[src/rtl/sdclk_pkg.sv]
package sdclk_pkg;
  localparam int REG_W         = 32;
  localparam int PRE_W         = 3;
  localparam int POST_W        = 2;
  localparam int PRE_LSB       = 2;
  localparam int POST_LSB      = 0;
  localparam int STOP_CARD_BIT = 8;
  localparam int STOP_HS_BIT   = 9;
  localparam int ERR_BIT       = 16;
  localparam int NUM_PRE       = 5;            // legal pre codes 0..NUM_PRE-1
  localparam int NUM_POST      = 2;            // legal post codes 0..NUM_POST-1
  localparam int HS_STOP_FROM  = 2;            // pre codes at/above this keep hs stopped
  localparam int CNT_W         = NUM_PRE - 1;  // counts up to 2**(NUM_PRE-1)-1
  localparam int NUM_OUT       = 2;
  localparam int OUT_CARD      = 0;
  localparam int OUT_HS        = 1;

  typedef struct packed {
    logic              stop_hs;
    logic              stop_card;
    logic [PRE_W-1:0]  pre;
    logic [POST_W-1:0] post;
  } div_cfg_t;

  function automatic logic cfg_legal(input div_cfg_t c);
    return (int'(c.pre) < NUM_PRE) && (int'(c.post) < NUM_POST);
  endfunction

  function automatic logic hs_stop_for(input logic [PRE_W-1:0] pre);
    return int'(pre) >= HS_STOP_FROM;
  endfunction

  function automatic div_cfg_t default_cfg(input logic skip);
    div_cfg_t c;
    c.stop_hs   = 1'b1;
    c.stop_card = 1'b1;
    c.pre       = skip ? PRE_W'(1) : PRE_W'(0);
    c.post      = POST_W'(1);
    return c;
  endfunction

  function automatic logic [CNT_W-1:0] pre_limit(input logic [PRE_W-1:0] pre);
    return CNT_W'((1 << pre) - 1);
  endfunction

  function automatic logic [REG_W-1:0] cfg_to_word(input div_cfg_t c);
    logic [REG_W-1:0] w;
    w = '0;
    w[STOP_HS_BIT]            = c.stop_hs;
    w[STOP_CARD_BIT]          = c.stop_card;
    w[PRE_LSB +: PRE_W]       = c.pre;
    w[POST_LSB +: POST_W]     = c.post;
    return w;
  endfunction
endpackage

[src/rtl/sdclk_ctrl_reg.sv]
module sdclk_ctrl_reg
  import sdclk_pkg::*;
(
  input  logic             clk,
  input  logic             rst_n,
  input  logic             skip_first,
  input  logic             reg_wr,
  input  logic [REG_W-1:0] reg_wdata,
  input  logic             gate_on,
  input  logic             gate_off,
  input  logic             suspend_req,
  input  logic             resume_req,
  output div_cfg_t         cfg,
  output logic             err,
  output logic [REG_W-1:0] rdata
);
  div_cfg_t cfg_n;
  div_cfg_t saved;
  div_cfg_t wr_cfg;
  logic     err_clr;
  logic     unused_wbits;

  assign unused_wbits = ^reg_wdata;

  always_comb begin
    wr_cfg.stop_hs   = reg_wdata[STOP_HS_BIT];
    wr_cfg.stop_card = reg_wdata[STOP_CARD_BIT];
    wr_cfg.pre       = reg_wdata[PRE_LSB +: PRE_W];
    wr_cfg.post      = reg_wdata[POST_LSB +: POST_W];
  end

  // priority: resume > write > gate_off > gate_on
  always_comb begin
    cfg_n = cfg;
    if (resume_req) begin
      cfg_n = saved;
    end else if (reg_wr) begin
      cfg_n = wr_cfg;
    end else if (gate_off) begin
      cfg_n.stop_hs   = 1'b1;
      cfg_n.stop_card = 1'b1;
    end else if (gate_on) begin
      cfg_n.stop_card = 1'b0;
      cfg_n.stop_hs   = hs_stop_for(cfg.pre);
    end
  end

  assign err_clr = reg_wr && !resume_req && reg_wdata[ERR_BIT];

  always_ff @(posedge clk) begin
    if (!rst_n) begin
      cfg   <= default_cfg(skip_first);
      saved <= default_cfg(skip_first);
      err   <= 1'b0;
    end else begin
      cfg <= cfg_n;
      if (suspend_req) saved <= cfg;
      err <= (err && !err_clr) || !cfg_legal(cfg_n);
    end
  end

  assign rdata = cfg_to_word(cfg) | (REG_W'(err) << ERR_BIT);
endmodule

[src/rtl/sdclk_div_core.sv]
module sdclk_div_core
  import sdclk_pkg::*;
(
  input  logic     clk,
  input  logic     rst_n,
  input  div_cfg_t want,
  output logic     card_clk,
  output logic     hs_clk
);
  div_cfg_t           act, act_n;
  logic [CNT_W-1:0]   pre_cnt, pre_cnt_n;
  logic               half_cnt, half_cnt_n;
  logic [NUM_OUT-1:0] ph, ph_n, stop_n, out_q;
  logic               act_ok, tick, half_end, boundary, idle, load;

  always_comb begin
    act_ok   = cfg_legal(act);
    tick     = act_ok && (pre_cnt == pre_limit(act.pre));
    half_end = tick && (half_cnt == act.post[0]);
    boundary = half_end && !ph[OUT_CARD];
    idle     = !act_ok || (act.stop_card && act.stop_hs);
    load     = (want != act) && (idle || boundary);

    act_n      = act;
    pre_cnt_n  = pre_cnt;
    half_cnt_n = half_cnt;
    ph_n       = ph;
    if (load) begin
      act_n      = want;
      pre_cnt_n  = '0;
      half_cnt_n = 1'b0;
      ph_n       = '0;
    end else if (!act_ok) begin
      pre_cnt_n  = '0;
      half_cnt_n = 1'b0;
      ph_n       = '0;
    end else if (tick) begin
      pre_cnt_n      = '0;
      ph_n[OUT_HS]   = ~ph[OUT_HS];
      if (half_end) begin
        half_cnt_n     = 1'b0;
        ph_n[OUT_CARD] = ~ph[OUT_CARD];
      end else begin
        half_cnt_n = 1'b1;
      end
    end else begin
      pre_cnt_n = pre_cnt + 1'b1;
    end

    stop_n[OUT_CARD] = act_n.stop_card || !cfg_legal(act_n);
    stop_n[OUT_HS]   = act_n.stop_hs   || !cfg_legal(act_n);
  end

  always_ff @(posedge clk) begin
    if (!rst_n) begin
      act      <= default_cfg(1'b0);
      pre_cnt  <= '0;
      half_cnt <= 1'b0;
      ph       <= '0;
    end else begin
      act      <= act_n;
      pre_cnt  <= pre_cnt_n;
      half_cnt <= half_cnt_n;
      ph       <= ph_n;
    end
  end

  for (genvar g = 0; g < NUM_OUT; g++) begin : g_gate
    logic q;
    always_ff @(posedge clk) begin
      if (!rst_n) q <= 1'b0;
      else        q <= ph_n[g] && !stop_n[g];
    end
    assign out_q[g] = q;
  end

  assign card_clk = out_q[OUT_CARD];
  assign hs_clk   = out_q[OUT_HS];
endmodule

[src/rtl/sdclk_gen.sv]
module sdclk_gen
  import sdclk_pkg::*;
(
  input  logic             clk,
  input  logic             rst_n,
  input  logic             skip_first,
  input  logic             reg_wr,
  input  logic [REG_W-1:0] reg_wdata,
  output logic [REG_W-1:0] reg_rdata,
  input  logic             gate_on,
  input  logic             gate_off,
  input  logic             suspend_req,
  input  logic             resume_req,
  output logic             card_clk,
  output logic             hs_clk,
  output logic             clk_enabled,
  output logic             div_err
);
  div_cfg_t cfg;

  sdclk_ctrl_reg u_ctrl (
    .clk         (clk),
    .rst_n       (rst_n),
    .skip_first  (skip_first),
    .reg_wr      (reg_wr),
    .reg_wdata   (reg_wdata),
    .gate_on     (gate_on),
    .gate_off    (gate_off),
    .suspend_req (suspend_req),
    .resume_req  (resume_req),
    .cfg         (cfg),
    .err         (div_err),
    .rdata       (reg_rdata)
  );

  sdclk_div_core u_core (
    .clk      (clk),
    .rst_n    (rst_n),
    .want     (cfg),
    .card_clk (card_clk),
    .hs_clk   (hs_clk)
  );

  assign clk_enabled = !cfg.stop_card && !cfg.stop_hs;
endmodule

[config.mk]
export PLATFORM = sky130hd
export DESIGN_NAME = sdclk_gen
export DESIGN_NICKNAME = d
export VERILOG_FILES = /design/src/rtl/sdclk_pkg.sv /design/src/rtl/sdclk_ctrl_reg.sv /design/src/rtl/sdclk_div_core.sv /design/src/rtl/sdclk_gen.sv
export SDC_FILE = /design/constraint.sdc
export NUM_CORES = 1
export LEC_CHECK = 0
export ABC_CLOCK_PERIOD_IN_PS = 7100
export BUFFER_PORTS_ARGS = -buffer_cell sky130_fd_sc_hd__buf_2
export CORE_MARGIN = 3
export CORE_UTILIZATION = 45
export CTS_BUF_LIST = sky130_fd_sc_hd__clkbuf_16
export DETAILED_ROUTE_END_ITERATION = 7
export PLACE_DENSITY_LB_ADDON = 0.2
export SLEW_MARGIN = 30
export SYNTH_ARGS = -nofsm -noshare
export SYNTH_HDL_FRONTEND = slang
export SYNTH_HIERARCHICAL = 1
export SYNTH_SLANG_ARGS = --single-unit
[constraint.sdc]
create_clock -name clk -period 7.1 [get_ports clk]
set_clock_uncertainty 0.1 [all_clocks]
set_input_delay 0 -clock clk [delete_from_list [all_inputs] [get_ports clk]]
set_output_delay 0 -clock clk [all_outputs]
set_load 0.02 [all_outputs]
=== Word level (Yosys, flattened, before mapping) ===
Index checks and enable logic that the tools add are counted.

* Register bits after elaboration: 31
* Input bits: 40
* Output and inout bits: 36
* Word-level logic and storage cells: 84

* Add/subtract/negate cells: 2
* Magnitude comparators: 7
* Eq/ne operators: 4
* Shift-type cells: 1
* Multiplexer cells: 15
* Bitwise gates (word level): 5
* Reductions and logical operators: 32

{| class="wikitable"
|+ Operators by type and width
! operator !! count
|-
| 5-bit two-way mux || 4
|-
| 10-bit by 17-bit OR with 17-bit output || 1
|-
| 1-bit logical AND || 14
|-
| 7-bit two-way mux || 2
|-
| 2-bit two-way mux || 6
|-
| 1-bit logical NOT || 10
|-
| 3-bit less-than comparator, second input constant || 3
|-
| 7-bit inequality test || 1
|-
| 2-bit less-than comparator, second input constant || 3
|-
| 1-bit logical OR || 5
|-
| 4-bit by 1-bit adder with 4-bit output, second input constant || 1
|-
| 4-bit == test || 1
|-
| 1-bit NOT || 4
|-
| 4-bit nonzero test || 1
|-
| 4-bit OR reduction || 1
|-
| 1-bit by 3-bit left shift with 4-bit output, first input constant || 1
|-
| 4-bit by 2-bit subtractor with 4-bit output, second input constant || 1
|-
| 3-bit by 2-bit greater-or-equal comparator with 1-bit output, second input constant || 1
|-
| 1-bit two-way mux || 3
|-
| 3-bit OR reduction || 1
|-
| 2-bit by 1-bit inequality test with 1-bit output, second input constant || 1
|-
| 1-bit == test || 1
|}

=== Depth between registers and ports, before layout ===
* Word-level depth: 15
* Depth in mapped cells: 11
* Mapped depth without buffers: 10

=== Modules after synthesis ===
The synthesis kept the hierarchy.

{| class="wikitable"
|+ By module, submodules not included
! module !! instances !! cells an instance !! area an instance (µm²) !! sequential area each (µm²)
|-
| sdclk_ctrl_reg || 1 || 100 || 929.6 || 330.3
|-
| sdclk_div_core || 1 || 86 || 835.8 || 320.3
|-
| sdclk_gen || 1 || 1 || 3.8 || 0.0
|}

=== Worst setup path before layout ===
No wires, ideal clock.

* Kind: reg2reg
* From: register u_core/act[3] (netlist bit)
* To: register u_core/act[5] (netlist bit)
* Setup time: 0.120 ns
* Data arrival time: 2.389 ns
* Data required time: 6.880 ns
* Slack: 4.491 ns
* Cell stages (with the launch flop): 12
* Path buffers: 1
* Period minus slack after synthesis: 2.609 ns
* Cells stage by stage: dfxtp_1 > buf_6 > xor2_1 > or3_4 > a221o_1 > nor2_1 > ha_1 > a21o_1 > a211oi_2 > a21oi_4 > mux2_1 > or2_1

* Cells in the longest elaborated chain, start to end: 9
* Elaborated cells between the ends (all ways): 14
* Classes of those cells: add/sub: 1; order compare: 1; eq/ne: 2; shift: 1; mux: 1; reduce/logical: 8

{| class="wikitable"
|+ Ends and longest elaborated chain
! element !! RTL line !! source
|-
| from (decl) || sdclk_div_core.sv:10 || <nowiki>div_cfg_t act, act_n;</nowiki>
|-
| from (signal assigned) || sdclk_div_core.sv:56 || <nowiki>act <= default_cfg(1'b0);</nowiki>
|-
| from (signal assigned) || sdclk_div_core.sv:61 || <nowiki>act <= act_n;</nowiki>
|-
| 1-bit by 3-bit left shift with 4-bit output || sdclk_pkg.sv:43 || <nowiki>return CNT_W'((1 << pre) - 1);</nowiki>
|-
| 4-bit by 2-bit subtractor with 4-bit output || sdclk_pkg.sv:43 ||
|-
| 4-bit == test || sdclk_div_core.sv:18 || <nowiki>tick = act_ok && (pre_cnt == pre_limit(act.pre));</nowiki>
|-
| 1-bit logical AND || sdclk_div_core.sv:18 ||
|-
| 1-bit logical AND || sdclk_div_core.sv:19 || <nowiki>half_end = tick && (half_cnt == act.post[0]);</nowiki>
|-
| 1-bit logical AND || sdclk_div_core.sv:20 || <nowiki>boundary = half_end && !ph[OUT_CARD];</nowiki>
|-
| 1-bit logical OR || sdclk_div_core.sv:22 || <nowiki>load = (want != act) && (idle || boundary);</nowiki>
|-
| 1-bit logical AND * || sdclk_div_core.sv:22 ||
|-
| 7-bit two-way mux * || sdclk_div_core.sv:28 || <nowiki>if (load) begin</nowiki>
|}

Mark *: on every way between the ends. The rest lies on a longest branch, timed or not.
A chain may end at the register's enable or synchronous reset.

=== Worst setup path in the final report ===
* From: register u_core/act[4] (netlist bit)
* To: register u_core/act[6] (netlist bit)

The elaborated chain is that of the path after synthesis.

==> results.cfg <==
[synth]
synth.avg_cell_area_um2 = 9.461
ys_seq_area_share_pct = 36.78
synth_ff_type = dfxtp_1
synth_area_leaders = dfxtp_1, buf_4, mux2i_1, edfxtp_1, xor2_1
synthArstFlopShare_pct = 0
syn_inst = 187
synth_edf_count = 3
synth.top_cell.area_share_pct = 31.68
syn_area_um2 = 1769
yosys_warnings = 6
ys_seq_elements = 31
synth_area_leader_cell = dfxtp_1
synthDistinctLibCells = 47

[setup_path]
cp_max_fo = 10
endpoint_kind = register
path_class = register to register
r2r_cells = 10
cp-start-kind = register
cp_cell_sequence = and4b_1 > a31oi_1 > a221o_1 > nor2_1 > ha_1 > a21o_1 > a211oi_2 > a21oi_4 > mux2_1 > or2_1
cp.required_ps = 7160
slowest_delay_ps = 530
worstPathArrival_ps = 2920
crit_path_top_delay_cell = dfxtp_1
rrSetupSlack_ps = 4240
crit_end = u_core/act[6]
critPathTopFamily = compound AO/OA/AOI/OAI gates
startpoint = u_core/act[4]
r2r-end = u_core/act[6]
r2r-start = u_core/act[4]
crit_cells = 10
worst-path-buf-inv = 0

[power_and_ir_drop]
power_frac_seq_pct = 39.7
p_sw_share_pct = 29.22
total_power_mw = 0.5171
intPower_mw = 0.3660
p_clk_share_pct = 37.8
combPwrFrac_pct = 22.5
powerDensity_nw_per_um2 = 259.9
ir_worst_vdd_mv = 0.2055
leakage_nw = 0.9218
switching_power_mw = 0.1511

[detailed_routing]
first_pass_iters = 4
vias = 1298
drt-total-wl_um = 3422
drc = 0
drt_iter0_drc = 81
final_antenna_net_count = 0
viasPerCell = 4.917
avgRoutedWirePerCell_um = 12.96

[global_route]
antenna_found_initial = 0
grtUsageTotal_pct = 16.23
overflow = 0
first_global_vias = 1154
grt_max_degree = 15
grt_pass1_wl_um = 5451

[floorplanning]
die_w_um = 68.70
core.rowCount = 22
dieArea_um2 = 4720
fp.coreArea_um2 = 3716
start_util_pct = 47.61
die-height_um = 68.70
pin_count = 76

[sta]
tns_ps = 0
drv_slew = 0
rsz0062_at_grt = no
fmax_mhz = 349.2
period_share_pct = 40.33
setup-violations-final = 0
finalHoldViolCount = 0
min_period_ps = 2864

[cells_and_area]
n_fill_cell = 350
syn2layout_area_growth_pct = 12.45
regArea_um2 = 650.6
fin_nets = 257
multiInputGateArea_um2 = 889.6
antenna_cells = 0
layout-drive-gt1-share_pct = 20.83
final_util_pct = 53.54

[clock_network]
clk_pin_slew_ps = 50
cts_buffer_depth = 2
post-cts-setup-buffers = 0
insertion_delay_ps = 270
cts_sinks = 31
cts_tree = yes
clockRootBuffer = clkbuf_16
cts_resized = 0
numCtsBuffers = 5
cts.htree.levels = 2
cts_hold_buf = 9

[placement]
dp.final_hpwl_um = 2509
place_congestion = 0.8502
portBuffers = 27

[status]
outcome = finished, final reports clean

[min_path]
hold_class = primary input to register

[flow_run]
maxCapViolCount = 0
routing by layer:
layer  global-route usage [%]  routed length, µm  vias to the layer above
met5                        0                  0                        -
met4                    8.516                 83                        0
met3                    6.483                264                        8
met2                    25.03               1610                       54
met1                    19.30               1463                      598
li1                         -                  -                      638
cell families (layout without fill, tap and decap cells):
kind of cell | Yosys count | in the layout | synth area share, %
multiplexers | 18 | 18 | 12.38
other | 1 | 24 | 0.2120
AND/OR/NAND/NOR | 54 | 54 | 14.78
flip-flops | 31 | 31 | 36.78
XOR/XNOR | 12 | 12 | 5.941
adder cells (fa/ha/maj) | 2 | 2 | 1.414
AO/OA/AOI/OAI | 24 | 24 | 10.68
buffers and inverters | 45 | 51 | 17.82
worst min-delay path by stage:
stage / startpoint / end / slack, ps / cells past startpoint
final: reg_wdata[4] / u_ctrl/cfg[4] / 10 / 3
after global routing: reg_wdata[16] / u_ctrl/err / 40 / 3
after CTS: reg_wdata[4] / u_ctrl/cfg[4] / 5 / 3
after detailed placement: skip_first / u_ctrl/cfg[2] / 140 / 3
after global placement: skip_first / u_ctrl/cfg[2] / 150 / 3
after floorplan: rst_n / u_core/act[0] / -10 / 1
area by class of cell:
class | instances | area share [%]
inverter | 7 | 1.321
multi-input combinational | 134 | 44.72
clock buffer | 5 | 6.289
timing repair buffer | 36 | 11.32
sequential | 31 | 32.70
tap | 48 | 3.019
clock inverter | 3 | 0.6289
worst reg2reg max path, delay by kind of cell (launching register included):
family	cells	cell delay, ps
and+or+nand+nor	3	540
DFF	1	530
adders and majority gates	1	180
AOI/OAI and AO/OA	5	1030
muxes	1	380
power by group through the flow:
| stage | logic, mW | registers [mW] | clock network (mW) |
|---|---|---|---|
| global placement | 0.109 | 0.208 | 0 |
| CTS | 0.117 | 0.205 | 0.200 |
| finish | 0.116 | 0.205 | 0.196 |
| detailed placement | 0.113 | 0.208 | 0 |
| global route | 0.128 | 0.207 | 0.208 |
| floorplan | 0.109 | 0.204 | 0 |
placed cells by master, fill, tap and decap left out, types with 2 or more instances in the layout:
cell type / count
mux2_4: 2
clkbuf_16: 5
and3_1: 2
mux2i_4: 2
ha_1: 2
dfxtp_1: 28
o21ai_1: 2
xnor2_1: 2
dlygate4sd3_1: 9
mux2_1: 2
a211oi_1: 4
nor2_1: 20
edfxtp_1: 3
a31oi_1: 2
conb_1: 24
nand2_1: 14
nand3_1: 3
o21ai_0: 2
nor3_1: 4
xor2_1: 10
a21oi_1: 3
or2_1: 2
inv_1: 8
buf_2: 27
mux2i_1: 11
sequential cells by signal (all words and copies together), names as in the netlist, named ones only:
name,count
u_core/pre_cnt,4
u_core/card_clk,1
u_core/hs_clk,1
u_ctrl/cfg,6
u_ctrl/err,1
u_ctrl/saved,7
u_core/ph,2
u_core/act,7
u_core/half_cnt,1
metrics by stage:
step	cells	setup WS [ps]	hold slack [ps]	area [µm²]
detailed placement	247	4263	138.6	1762
finish	264	4236	13.19	1989
global route	264	4072	42.69	1989
floorplan	210	4491	-11.13	1856
CTS	264	4253	5.338	1989
global placement	247	4328	148.0	1762
cell usage after synthesis (3+ instances only):
cell type and instances:
a211oi_1 4, a21oi_1 3, buf_4 33, buf_6 3, dfxtp_1 28, edfxtp_1 3
inv_1 6, mux2i_1 11, nand2_1 14, nand3_1 3, nor2_1 20, nor3_1 4
xor2_1 10
Power figures use the tool's default switching activity.
